--- config.mk ---
export PLATFORM = sky130hd
export DESIGN_NAME = belt_alarm_ctrl
export DESIGN_NICKNAME = d
export VERILOG_FILES = /design/src/rtl/belt_alarm_pkg.sv /design/src/rtl/belt_alarm_timer.sv /design/src/rtl/belt_alarm_fsm.sv /design/src/rtl/belt_alarm_ctrl.sv
export SDC_FILE = /design/constraint.sdc
export NUM_CORES = 1
export LEC_CHECK = 0
export CORE_AREA = 2 2 39 41
export DETAILED_ROUTE_END_ITERATION = 12
export DIE_AREA = 0 0 41 43
export PLACE_DENSITY = 0.63
export SYNTH_ARGS = -nofsm -noshare
export SYNTH_HDL_FRONTEND = slang
export SYNTH_SLANG_ARGS = --single-unit
--- constraint.sdc ---
create_clock -name clk -period 1.7 [get_ports clk]
set_input_delay 0.17 -clock clk [delete_from_list [all_inputs] [get_ports clk]]
set_output_delay 0.17 -clock clk [all_outputs]
set_load 0.005 [all_outputs]
--- src/rtl/belt_alarm_pkg.sv ---
package belt_alarm_pkg;
  typedef enum logic [1:0] {
    ST_IDLE  = 2'd0,
    ST_GRACE = 2'd1,
    ST_SOUND = 2'd2
  } alarmState_t;

  typedef struct packed {
    logic clear;
    logic run;
  } timerCtl_t;
endpackage

--- src/rtl/belt_alarm_timer.sv ---
module belt_alarm_timer
  import belt_alarm_pkg::*;
#(
  parameter int GRACE_SEC = 5,
  parameter int ALARM_SEC = 5
) (
  input  logic      clk,
  input  logic      rstN,
  input  logic      secTick,
  input  timerCtl_t ctl,
  output logic      graceUp,
  output logic      alarmUp
);
  localparam int LIMIT = GRACE_SEC + ALARM_SEC;
  localparam int CW    = $clog2(LIMIT + 1);
  localparam logic [CW-1:0] GRACE_V = CW'(GRACE_SEC);
  localparam logic [CW-1:0] LIMIT_V = CW'(LIMIT);

  logic [CW-1:0] secCount;

  always_ff @(posedge clk or negedge rstN) begin
    if (!rstN) begin
      secCount <= '0;
    end else if (ctl.clear) begin
      secCount <= '0;
    end else if (ctl.run && secTick && (secCount != LIMIT_V)) begin
      secCount <= secCount + 1'b1;
    end
  end

  assign graceUp = (secCount >= GRACE_V);
  assign alarmUp = (secCount == LIMIT_V);
endmodule

--- src/rtl/belt_alarm_fsm.sv ---
module belt_alarm_fsm
  import belt_alarm_pkg::*;
(
  input  logic      clk,
  input  logic      rstN,
  input  logic      keyOn,
  input  logic      beltOn,
  input  logic      graceUp,
  input  logic      alarmUp,
  output timerCtl_t ctl,
  output logic      alarmOn,
  output logic      timerStart
);
  alarmState_t state, stateNext;
  logic doneLatch, doneNext;

  always_comb begin
    stateNext = state;
    unique case (state)
      ST_IDLE:  if (keyOn) stateNext = ST_GRACE;
      ST_GRACE: begin
        if (!keyOn)                               stateNext = ST_IDLE;
        else if (!doneLatch && !beltOn && graceUp) stateNext = ST_SOUND;
      end
      ST_SOUND: begin
        if (!keyOn)                 stateNext = ST_IDLE;
        else if (beltOn || alarmUp) stateNext = ST_GRACE;
      end
      default: stateNext = ST_IDLE;
    endcase
  end

  always_comb begin
    doneNext = doneLatch;
    if (!keyOn || state == ST_IDLE)                          doneNext = 1'b0;
    else if (state == ST_GRACE && beltOn)                    doneNext = 1'b1;
    else if (state == ST_SOUND && (beltOn || alarmUp))       doneNext = 1'b1;
  end

  always_comb begin
    ctl.clear = (stateNext == ST_GRACE) && (state != ST_GRACE);
    ctl.run   = (state != ST_IDLE);
  end

  always_ff @(posedge clk or negedge rstN) begin
    if (!rstN) begin
      state      <= ST_IDLE;
      doneLatch  <= 1'b0;
      alarmOn    <= 1'b0;
      timerStart <= 1'b0;
    end else begin
      state      <= stateNext;
      doneLatch  <= doneNext;
      alarmOn    <= (stateNext == ST_SOUND);
      timerStart <= (state == ST_IDLE) && keyOn;
    end
  end
endmodule

--- src/rtl/belt_alarm_ctrl.sv ---
module belt_alarm_ctrl
  import belt_alarm_pkg::*;
#(
  parameter int GRACE_SEC = 5,
  parameter int ALARM_SEC = 5
) (
  input  logic clk,
  input  logic rstN,
  input  logic keyOn,
  input  logic beltOn,
  input  logic secTick,
  output logic alarmOn,
  output logic timerStart
);
  timerCtl_t timerCtl;
  logic graceUp, alarmUp;

  belt_alarm_fsm u_fsm (
    .clk(clk), .rstN(rstN), .keyOn(keyOn), .beltOn(beltOn),
    .graceUp(graceUp), .alarmUp(alarmUp), .ctl(timerCtl),
    .alarmOn(alarmOn), .timerStart(timerStart)
  );

  belt_alarm_timer #(.GRACE_SEC(GRACE_SEC), .ALARM_SEC(ALARM_SEC)) u_timer (
    .clk(clk), .rstN(rstN), .secTick(secTick), .ctl(timerCtl),
    .graceUp(graceUp), .alarmUp(alarmUp)
  );
endmodule

# Word level (Yosys, flattened, before mapping)
# Index checks and enable logic that the tools add are counted.
[word_totals]
reg_bits = 9
input_bits = 5
output_inout_bits = 2
word_cells = 42
[op_classes]
addsub = 1
order_cmp = 1
eq_ne = 7
muxes = 11
reduce_logical = 17
[ops]
columns = ["operator", "count"]
rows = [
  ["two-way mux 2 bit", 5],
  ["logical AND 1 bit", 8],
  ["two-way mux 4 bit", 2],
  ["one-hot mux 2 bit (3 select lines)", 1],
  ["adder 4 x 1 -> 4 bit (second input constant)", 1],
  ["equality test 2 x 1 -> 1 bit (second input constant)", 2],
  ["equality test 2 bit (second input constant)", 2],
  ["equality test 4 bit (second input constant)", 1],
  [">= comparator 4 x 3 -> 1 bit (second input constant)", 1],
  ["!= test 4 bit (second input constant)", 1],
  ["nonzero test 2 bit", 2],
  ["logical NOT 1 bit", 3],
  ["two-way mux 1 bit", 3],
  ["nonzero test 3 bit", 1],
  ["logical NOT 2 bit", 1],
  ["logical OR 1 bit", 2],
  ["!= test 2 x 1 -> 1 bit (second input constant)", 1],
]

# Depth between registers and ports, before layout
# Gate-level depths: netlist of run 1.
[logic_depth]
word_depth = 9
mapped_depth = 6
ltp_nobuf = 6

# By module
# A second synthesis of run 1 with hierarchy kept.
[unflattened]
cells_unflattened = 51
hier_area_um2 = 525.5
[by_module_without_submodules]
columns = ["module", "instances", "cells_per_inst", "area_per_inst_um2", "seq_area_each_um2"]
rows = [
  ["belt_alarm_timer", 1, 29, 290.3, 100.1],
  ["belt_alarm_fsm", 1, 22, 235.2, 125.1],
]

# Worst setup path after synthesis of run 1
# Ideal clock, no wire load.
[synth_path]
path_type = "reg-to-reg"
from = "register u_timer.secCount[0]"
to = "register u_fsm.state[0]"
setup_ns = 0.120
arrival_ns = 1.331
required_ns = 1.580
setup_slack_ns = 0.249
path_stages_with_launch = 7
path_buffers = 0
period_less_slack_ns = 1.451
path_cell_list = "dfrtp_1 > inv_1 > ha_1 > nand2b_1 > a21oi_1 > or3_4 > a31o_2"
[synth_between]
elab_chain_cells = 5
word_cells_on_any_way = 9
cone_classes = "order compare (1); eq/ne (1); mux (5); reduce/logical (2)"
[synth_rtl]
columns = ["item", "line_no", "source"]
rows = [
  ["from (decl)", "belt_alarm_timer.sv:19", "logic [CW-1:0] secCount;"],
  ["from (signal assigned)", "belt_alarm_timer.sv:27", "secCount <= secCount + 1'b1;"],
  [">= comparator 4 x 3 -> 1 bit or equality test 4 bit (tied branches)", "belt_alarm_timer.sv:31, belt_alarm_timer.sv:32", ""],
  ["logical AND 1 bit or logical OR 1 bit (tied branches)", "belt_alarm_fsm.sv:23, belt_alarm_fsm.sv:27", ""],
  ["two-way mux 2 bit (on tied branches)", "belt_alarm_fsm.sv:23, belt_alarm_fsm.sv:27", ""],
  ["two-way mux 2 bit (on tied branches)", "belt_alarm_fsm.sv:22, belt_alarm_fsm.sv:26", ""],
  ["one-hot mux 2 bit (3 select lines) (*)", "belt_alarm_fsm.sv:19", "unique case (state)"],
  ["via u_fsm.stateNext[0]", "belt_alarm_fsm.sv:14", "alarmState_t state, stateNext;"],
  ["to (signal assigned)", "belt_alarm_fsm.sv:52", "state <= stateNext;"],
  ["to (decl)", "belt_alarm_fsm.sv:14", ""],
]
# The timed path passes the listed nets; every way through them passes the cells marked *.
# A chain may end at the register's enable or synchronous reset.

# Final worst setup path of run 1
[layout_path]
from = "register u_timer.secCount[1]"
to = "register u_fsm.state[1]"
# The elaborated chain is that of the path after synthesis.

==> results.toml, run 1 <==
[logic_synthesis]
ys_seq_area_frac = 0.4604
synth_area_um2 = 489.2
synth_compound_area_frac = 0.1228
syn-instance-count = 46
yosys.area_share.simple = 0.1995
yosys.area_share.adder = 0.1023
synth_nets = 55
ys_ff_latch = 9
synthMuxAreaShare = 0.02046
ys_warn_count = 0
synth_top_family_by_area = "simple AND/OR/NAND/NOR gates"
ys_types = 21
postSynthAreaPerCell_um2 = 10.64
synth_xor_area_frac = 0.05371

[power_and_ir_drop]
p_clk_frac = 0.240
combPwrFrac = 0.283
power.total_w = 0.0006650
ir_drop_uv = 545.0
p_per_area_mw_per_mm2 = 1124
p_sw_w = 0.0002137
swShare = 0.3213
p_leak_nw = 0.2556
seqPwrFrac = 0.477
internal-power_w = 0.0004513

[cts]
cts_buffers = 3
cts_tree = "built"
clkLatencyLatePin_ps = 250
clock_path_buffers = 2
cts.htree.levels = 1
cts.sinks = 9
clk_transition_reported_paths_ps = 60
ctsResizeCount = 0
cts_setup_buffers = 0
ctsHoldBuffers = 0
cts-root-buf = "clkbuf_4"

[critical_path]
startpoint_type = "flip-flop"
cp_max_fo = 5
crit_type = "flip-flop to flip-flop"
cp_data_required_time_ps = 1850
arrival_ps = 1690
cp-end-kind = "flip-flop"

[sta]
hold_viol = 0
finalWorstSetupSlack_ps = 152.6
finalSetupViolCount = 0
fmax_ghz = 0.6463
timing.setup.tns_ps = 0
layout_worst_path_cycle_share = 0.9102
worst_pin_slew_ps = 425.6
period_minus_slack_ps = 1547
max-slew-margin-rel = 0.7154
skew_ps = 2.581
rsz0062_at_grt = "false"
report.final.slew_viol_count = 0

[grt]
antenna_found_initial = 0
grt_overflow_total = 0
grt_pass1_wl_um = 1518
track_usage = 0.1304
grt_pass1_vias = 364
grt_max_degree = 10

[cells_and_area]
fillers = 139
finalNonFillerCells = 71
drive_gt1_frac = 0.1636
diodes = 0
layout.nets = 65
layout_common_cells = "8 x dfrtp_1, 7 x nor2_1, 6 x clkdlybuf4s50_1"
area_delta_synth_final_pct = 20.97
final_common_cell = "dfrtp_1"

[floorplanning]
core_mm2 = 0.001384
die_h_um = 43
fp.dieW_um = 41
die_area_mm2 = 0.001763
start_util = 0.3535
ios = 7
fp-row-count = 14

[placed_design]
gp_congestion = 0.7630
dp_hpwl_um = 673
dp_slack_ps = 101.3
numPortBuffers = 6
dpl.cell_count = 67

[route]
wire_per_inst_um = 12.15
via_per_inst = 4.930
wl_um = 863
final_antenna_net_count = 0
dr_total_vias = 350
dr.pass1.iters = 2
drc = 0
drtIter0Drc = 1

[run_status]
outcome = "completed"

[min_path]
hold_class = "input pin to async pin"

[run]
maxCapViolations = 0
kinds of logic after synthesis:
group | after synthesis
simple gates | 17
flops | 9
compound gates | 7
buf+inv | 5
fa+ha+maj | 4
xor+xnor | 3
mux | 1
flip-flops by register name, summed over array words and instances, names as in the netlist:
signal,cells
u_fsm.alarmOn,1
u_fsm.doneLatch,1
u_fsm.state,2
u_fsm.timerStart,1
u_timer.secCount,4
power by group through the flow:
stage                     Clock (W)  Combinational, W  Sequential, W
after floorplan                   0          0.000143       0.000305
after global placement            0          0.000183       0.000316
after detailed placement          0          0.000193       0.000317
after CTS                  0.000165          0.000194       0.000314
after global routing       0.000178          0.000224       0.000326
final                      0.000160          0.000188       0.000317
synthesized netlist by cell type:
library cell | n | area, um2
o32ai_1 | 2 | 17.52
or3_4 | 1 | 11.26
nand2_1 | 1 | 3.750
nand3_1 | 1 | 5.000
xnor2_1 | 3 | 26.28
dfrtp_1 | 9 | 225.2
clkbuf_2 | 1 | 5.000
ha_1 | 4 | 50.05
inv_1 | 4 | 15.01
a2bb2oi_1 | 1 | 8.760
nor3b_1 | 1 | 7.510
a31o_2 | 1 | 8.760
nand2b_1 | 2 | 12.51
a21oi_1 | 1 | 5.000
nor2b_2 | 1 | 8.760
nand3b_1 | 2 | 15.01
mux2i_1 | 1 | 10.01
o21ai_2 | 1 | 8.760
o221a_2 | 1 | 11.26
nor2_1 | 7 | 26.28
and2b_1 | 1 | 7.510
through the flow:
step / hold slack (ps) / utilization / instance area, um2
4_1_cts: 229.7 / 0.4268 / 590.6
6_report: 220.6 / 0.4277 / 591.8
3_5_place_dp: 508.5 / 0.4078 / 564.3
2_1_floorplan: -125.6 / - / 489.2
3_3_place_gp: 497.6 / 0.4078 / 564.3
5_1_grt: 250.8 / 0.4277 / 591.8
critical path, stage by stage, from the launching register on:
cell and delay (ps):
dfrtp_1 420, inv_1 90, ha_1 140, nand2b_1 100, a21oi_1 60, or3_4 340, o32ai_1 280
area by class of cell:
| class | count | area, um2 | share of cell area |
|---|---|---|---|
| clock buffers | 4 | 26.28 | 0.04440 |
| inverters | 4 | 15.01 | 0.02537 |
| multi-input cells | 32 | 244.0 | 0.4123 |
| flip-flops and latches | 9 | 226.5 | 0.3827 |
| well taps | 16 | 20.02 | 0.03383 |
| repair buffers | 6 | 60.06 | 0.1015 |
routing by layer:
| metal | GRT usage | up-vias | part of all wire |
|---|---|---|---|
| li1 | - | 176 | - |
| met1 | 0.1513 | 165 | 0.43 |
| met2 | 0.2125 | 7 | 0.52 |
| met3 | 0.03141 | 2 | 0.035 |
| met4 | 0.06000 | 0 | 0.0093 |
| met5 | 0 | - | 0 |
path summary, 6_finish.rpt:
kind / from / slack, ps / cells after the start / to
min in group clk: u_fsm.doneLatch$_DFFE_PN0P_ / 580 / 1 / u_fsm.doneLatch$_DFFE_PN0P_
max in group asynchronous: rstN / 1160 / 1 / u_timer.secCount[0]$_DFFE_PN0P_
setup / recovery: u_timer.secCount[1]$_DFFE_PN0P_ / 150 / 6 / u_fsm.state[1]$_DFF_PN0_
setup reg to reg: u_timer.secCount[1]$_DFFE_PN0P_ / 150 / 6 / u_fsm.state[1]$_DFF_PN0_
hold reg to reg: u_fsm.doneLatch$_DFFE_PN0P_ / 580 / 1 / u_fsm.doneLatch$_DFFE_PN0P_
hold / removal: rstN / 220 / 1 / u_fsm.alarmOn$_DFF_PN0_
Power figures use the tool's default switching activity.
==> run 2, diff against run 1 <==
GPL_ROUTABILITY_DRIVEN = 0   (was not set)
==> results of run 2 <==
Same layout as run 1: the final DEF is identical, and so are final timing and power.
==> run 3, diff against run 2 <==
CAP_MARGIN = 20   (was not set)
CELL_PAD_IN_SITES_DETAIL_PLACEMENT = 0   (was not set)
CELL_PAD_IN_SITES_GLOBAL_PLACEMENT = 1   (was not set)
PLACE_DENSITY = 0.75   (was 0.63)
==> run 3 against run 2 <==
Effect of this change: clock skew up 3.4 ps; via count down 4.9%; cell area down 0.21%; power down 0.68%; worst setup slack better by 2.6 ps; first-iteration DRC count down 100%; largest cell class unchanged.
==> results.toml, run 3 (synthesis results as in run 1) <==
[cells_and_area]
largest_register = "u_timer.secCount"
diodes = 0
largest_register_ffs = 4
top_regs = "u_timer.secCount (4), u_fsm.state (2)"
fillers = 133
finalNonFillerCells = 71
drive_gt1_frac = 0.1455
layout_common_cells = "9 x dfrtp_1, 7 x nor2_1, 6 x clkdlybuf4s50_1"
area_delta_synth_final_pct = 20.72
fin_util = 0.4268
layout.nets = 65
final_common_cell = "dfrtp_1"

[critical_path]
reg2regPathDepth = 6
critPathLaunch = "u_timer.secCount[0]$_DFFE_PN0P_"
cp-end-kind = "flip-flop"
regToRegEndpoint = "u_fsm.alarmOn$_DFF_PN0_"
cp_data_required_time_ps = 1860
arrival_ps = 1710
startpoint_type = "flip-flop"
endpoint = "u_fsm.alarmOn$_DFF_PN0_"
cp_max_fo = 5
r2r-start = "u_timer.secCount[0]$_DFFE_PN0P_"
reg2reg_slack_ps = 160
crit_type = "flip-flop to flip-flop"

[floorplanning]
core_mm2 = 0.001384
die_area_mm2 = 0.001763
fp.dieW_um = 41
start_util = 0.3535
ios = 7
die_h_um = 43
fp-row-count = 14

[grt]
grt_max_degree = 10
grt_overflow_total = 0
grt_pass1_wl_um = 1435
track_usage = 0.1272
antenna_found_initial = 0
grt_pass1_vias = 331

[sta]
timing.setup.tns_ps = 0
worst_pin_slew_ps = 404.5
whs_ps = 201.5
fmax_ghz = 0.6474
period_minus_slack_ps = 1545
max-slew-margin-rel = 0.7295
rsz0062_at_grt = "false"
hold_viol = 0
layout_worst_path_cycle_share = 0.9087
report.final.slew_viol_count = 0
finalSetupViolCount = 0
skew_ps = 6.020

[cts]
cts.htree.levels = 1
ctsResizeCount = 0
clk_transition_reported_paths_ps = 60
cts-root-buf = "clkbuf_4"
ctsHoldBuffers = 0
clock_path_buffers = 2
cts_buffers = 3
cts_setup_buffers = 0
cts_tree = "built"
cts.sinks = 9
clkLatencyLatePin_ps = 260

[run_status]
outcome = "completed"

[power_and_ir_drop]
p_sw_w = 0.0002123
internal-power_w = 0.0004482
p_clk_frac = 0.245
p_leak_nw = 0.2568
seqPwrFrac = 0.479
ir_drop_uv = 721.9
swShare = 0.3215
p_per_area_mw_per_mm2 = 1118
combPwrFrac = 0.276

[route]
dr_total_vias = 333
drtIter0Drc = 0
final_antenna_net_count = 0
via_per_inst = 4.690
wire_per_inst_um = 11.82
dr.pass1.iters = 1
wl_um = 839
drc = 0

[min_path]
hold_class = "input pin to async pin"

[placed_design]
dp_hpwl_um = 641.2
dpl.cell_count = 67
numPortBuffers = 6

[run]
maxCapViolations = 0
==> run 3: power by group through the flow <==
| stage | registers [W] | clock network (W) | logic, W |
|---|---|---|---|
| after floorplan | 0.000305 | 0 | 0.000143 |
| after global placement | 0.000317 | 0 | 0.000187 |
| after detailed placement | 0.000319 | 0 | 0.000185 |
| after CTS | 0.000315 | 0.000171 | 0.000186 |
| after global routing | 0.000325 | 0.000184 | 0.000218 |
| final | 0.000317 | 0.000162 | 0.000182 |
==> run 3: final cells by class <==
type / count / area (um2) / area share
multi-input combinational: 32 / 244.0 / 0.4131
clock buffer: 4 / 26.28 / 0.04449
tap: 16 / 20.02 / 0.03390
sequential: 9 / 225.2 / 0.3814
inverter: 4 / 15.01 / 0.02542
timing repair buffer: 6 / 60.06 / 0.1017
==> run 3: stage by stage <==
stage,total power [W],area [um2],worst slack (ps)
floorplan,0.0004479,489.2,249.3
global route,0.0007272,590.6,3.369
detailed placement,0.0005045,564.3,152.5
finish,0.0006605,590.6,155.2
global placement,0.0005038,564.3,192.5
CTS,0.0006724,590.6,145.4
==> run 3: worst min path at each step <==
stage	startpoint	endpoint	slack (ps)	cells after the start
2_1_floorplan	rstN	u_fsm.alarmOn$_DFF_PN0_	-130	0
3_3_place_gp	rstN	u_fsm.alarmOn$_DFF_PN0_	490	1
3_5_place_dp	rstN	u_fsm.state[1]$_DFF_PN0_	500	1
4_1_cts	rstN	u_fsm.state[1]$_DFF_PN0_	210	1
5_1_grt	rstN	u_fsm.state[1]$_DFF_PN0_	230	1
6_report	rstN	u_fsm.state[1]$_DFF_PN0_	200	1
==> run 3: worst max-delay path, cell delays in order, from the launching register on <==
cell,delay [ps]
dfrtp_1,430
inv_1,90
ha_1,200
nand2b_1,60
a21oi_1,60
or3_4,340
o32ai_1,270
==> run 3: metal layers <==
layer  vias up  GRT usage  routed length, um
li1        176          -                  -
met1       152     0.1711                432
met2         5     0.1563                376
met3         0    0.06283                 29
met4         0    0.08000                  0
met5         -          0                  0
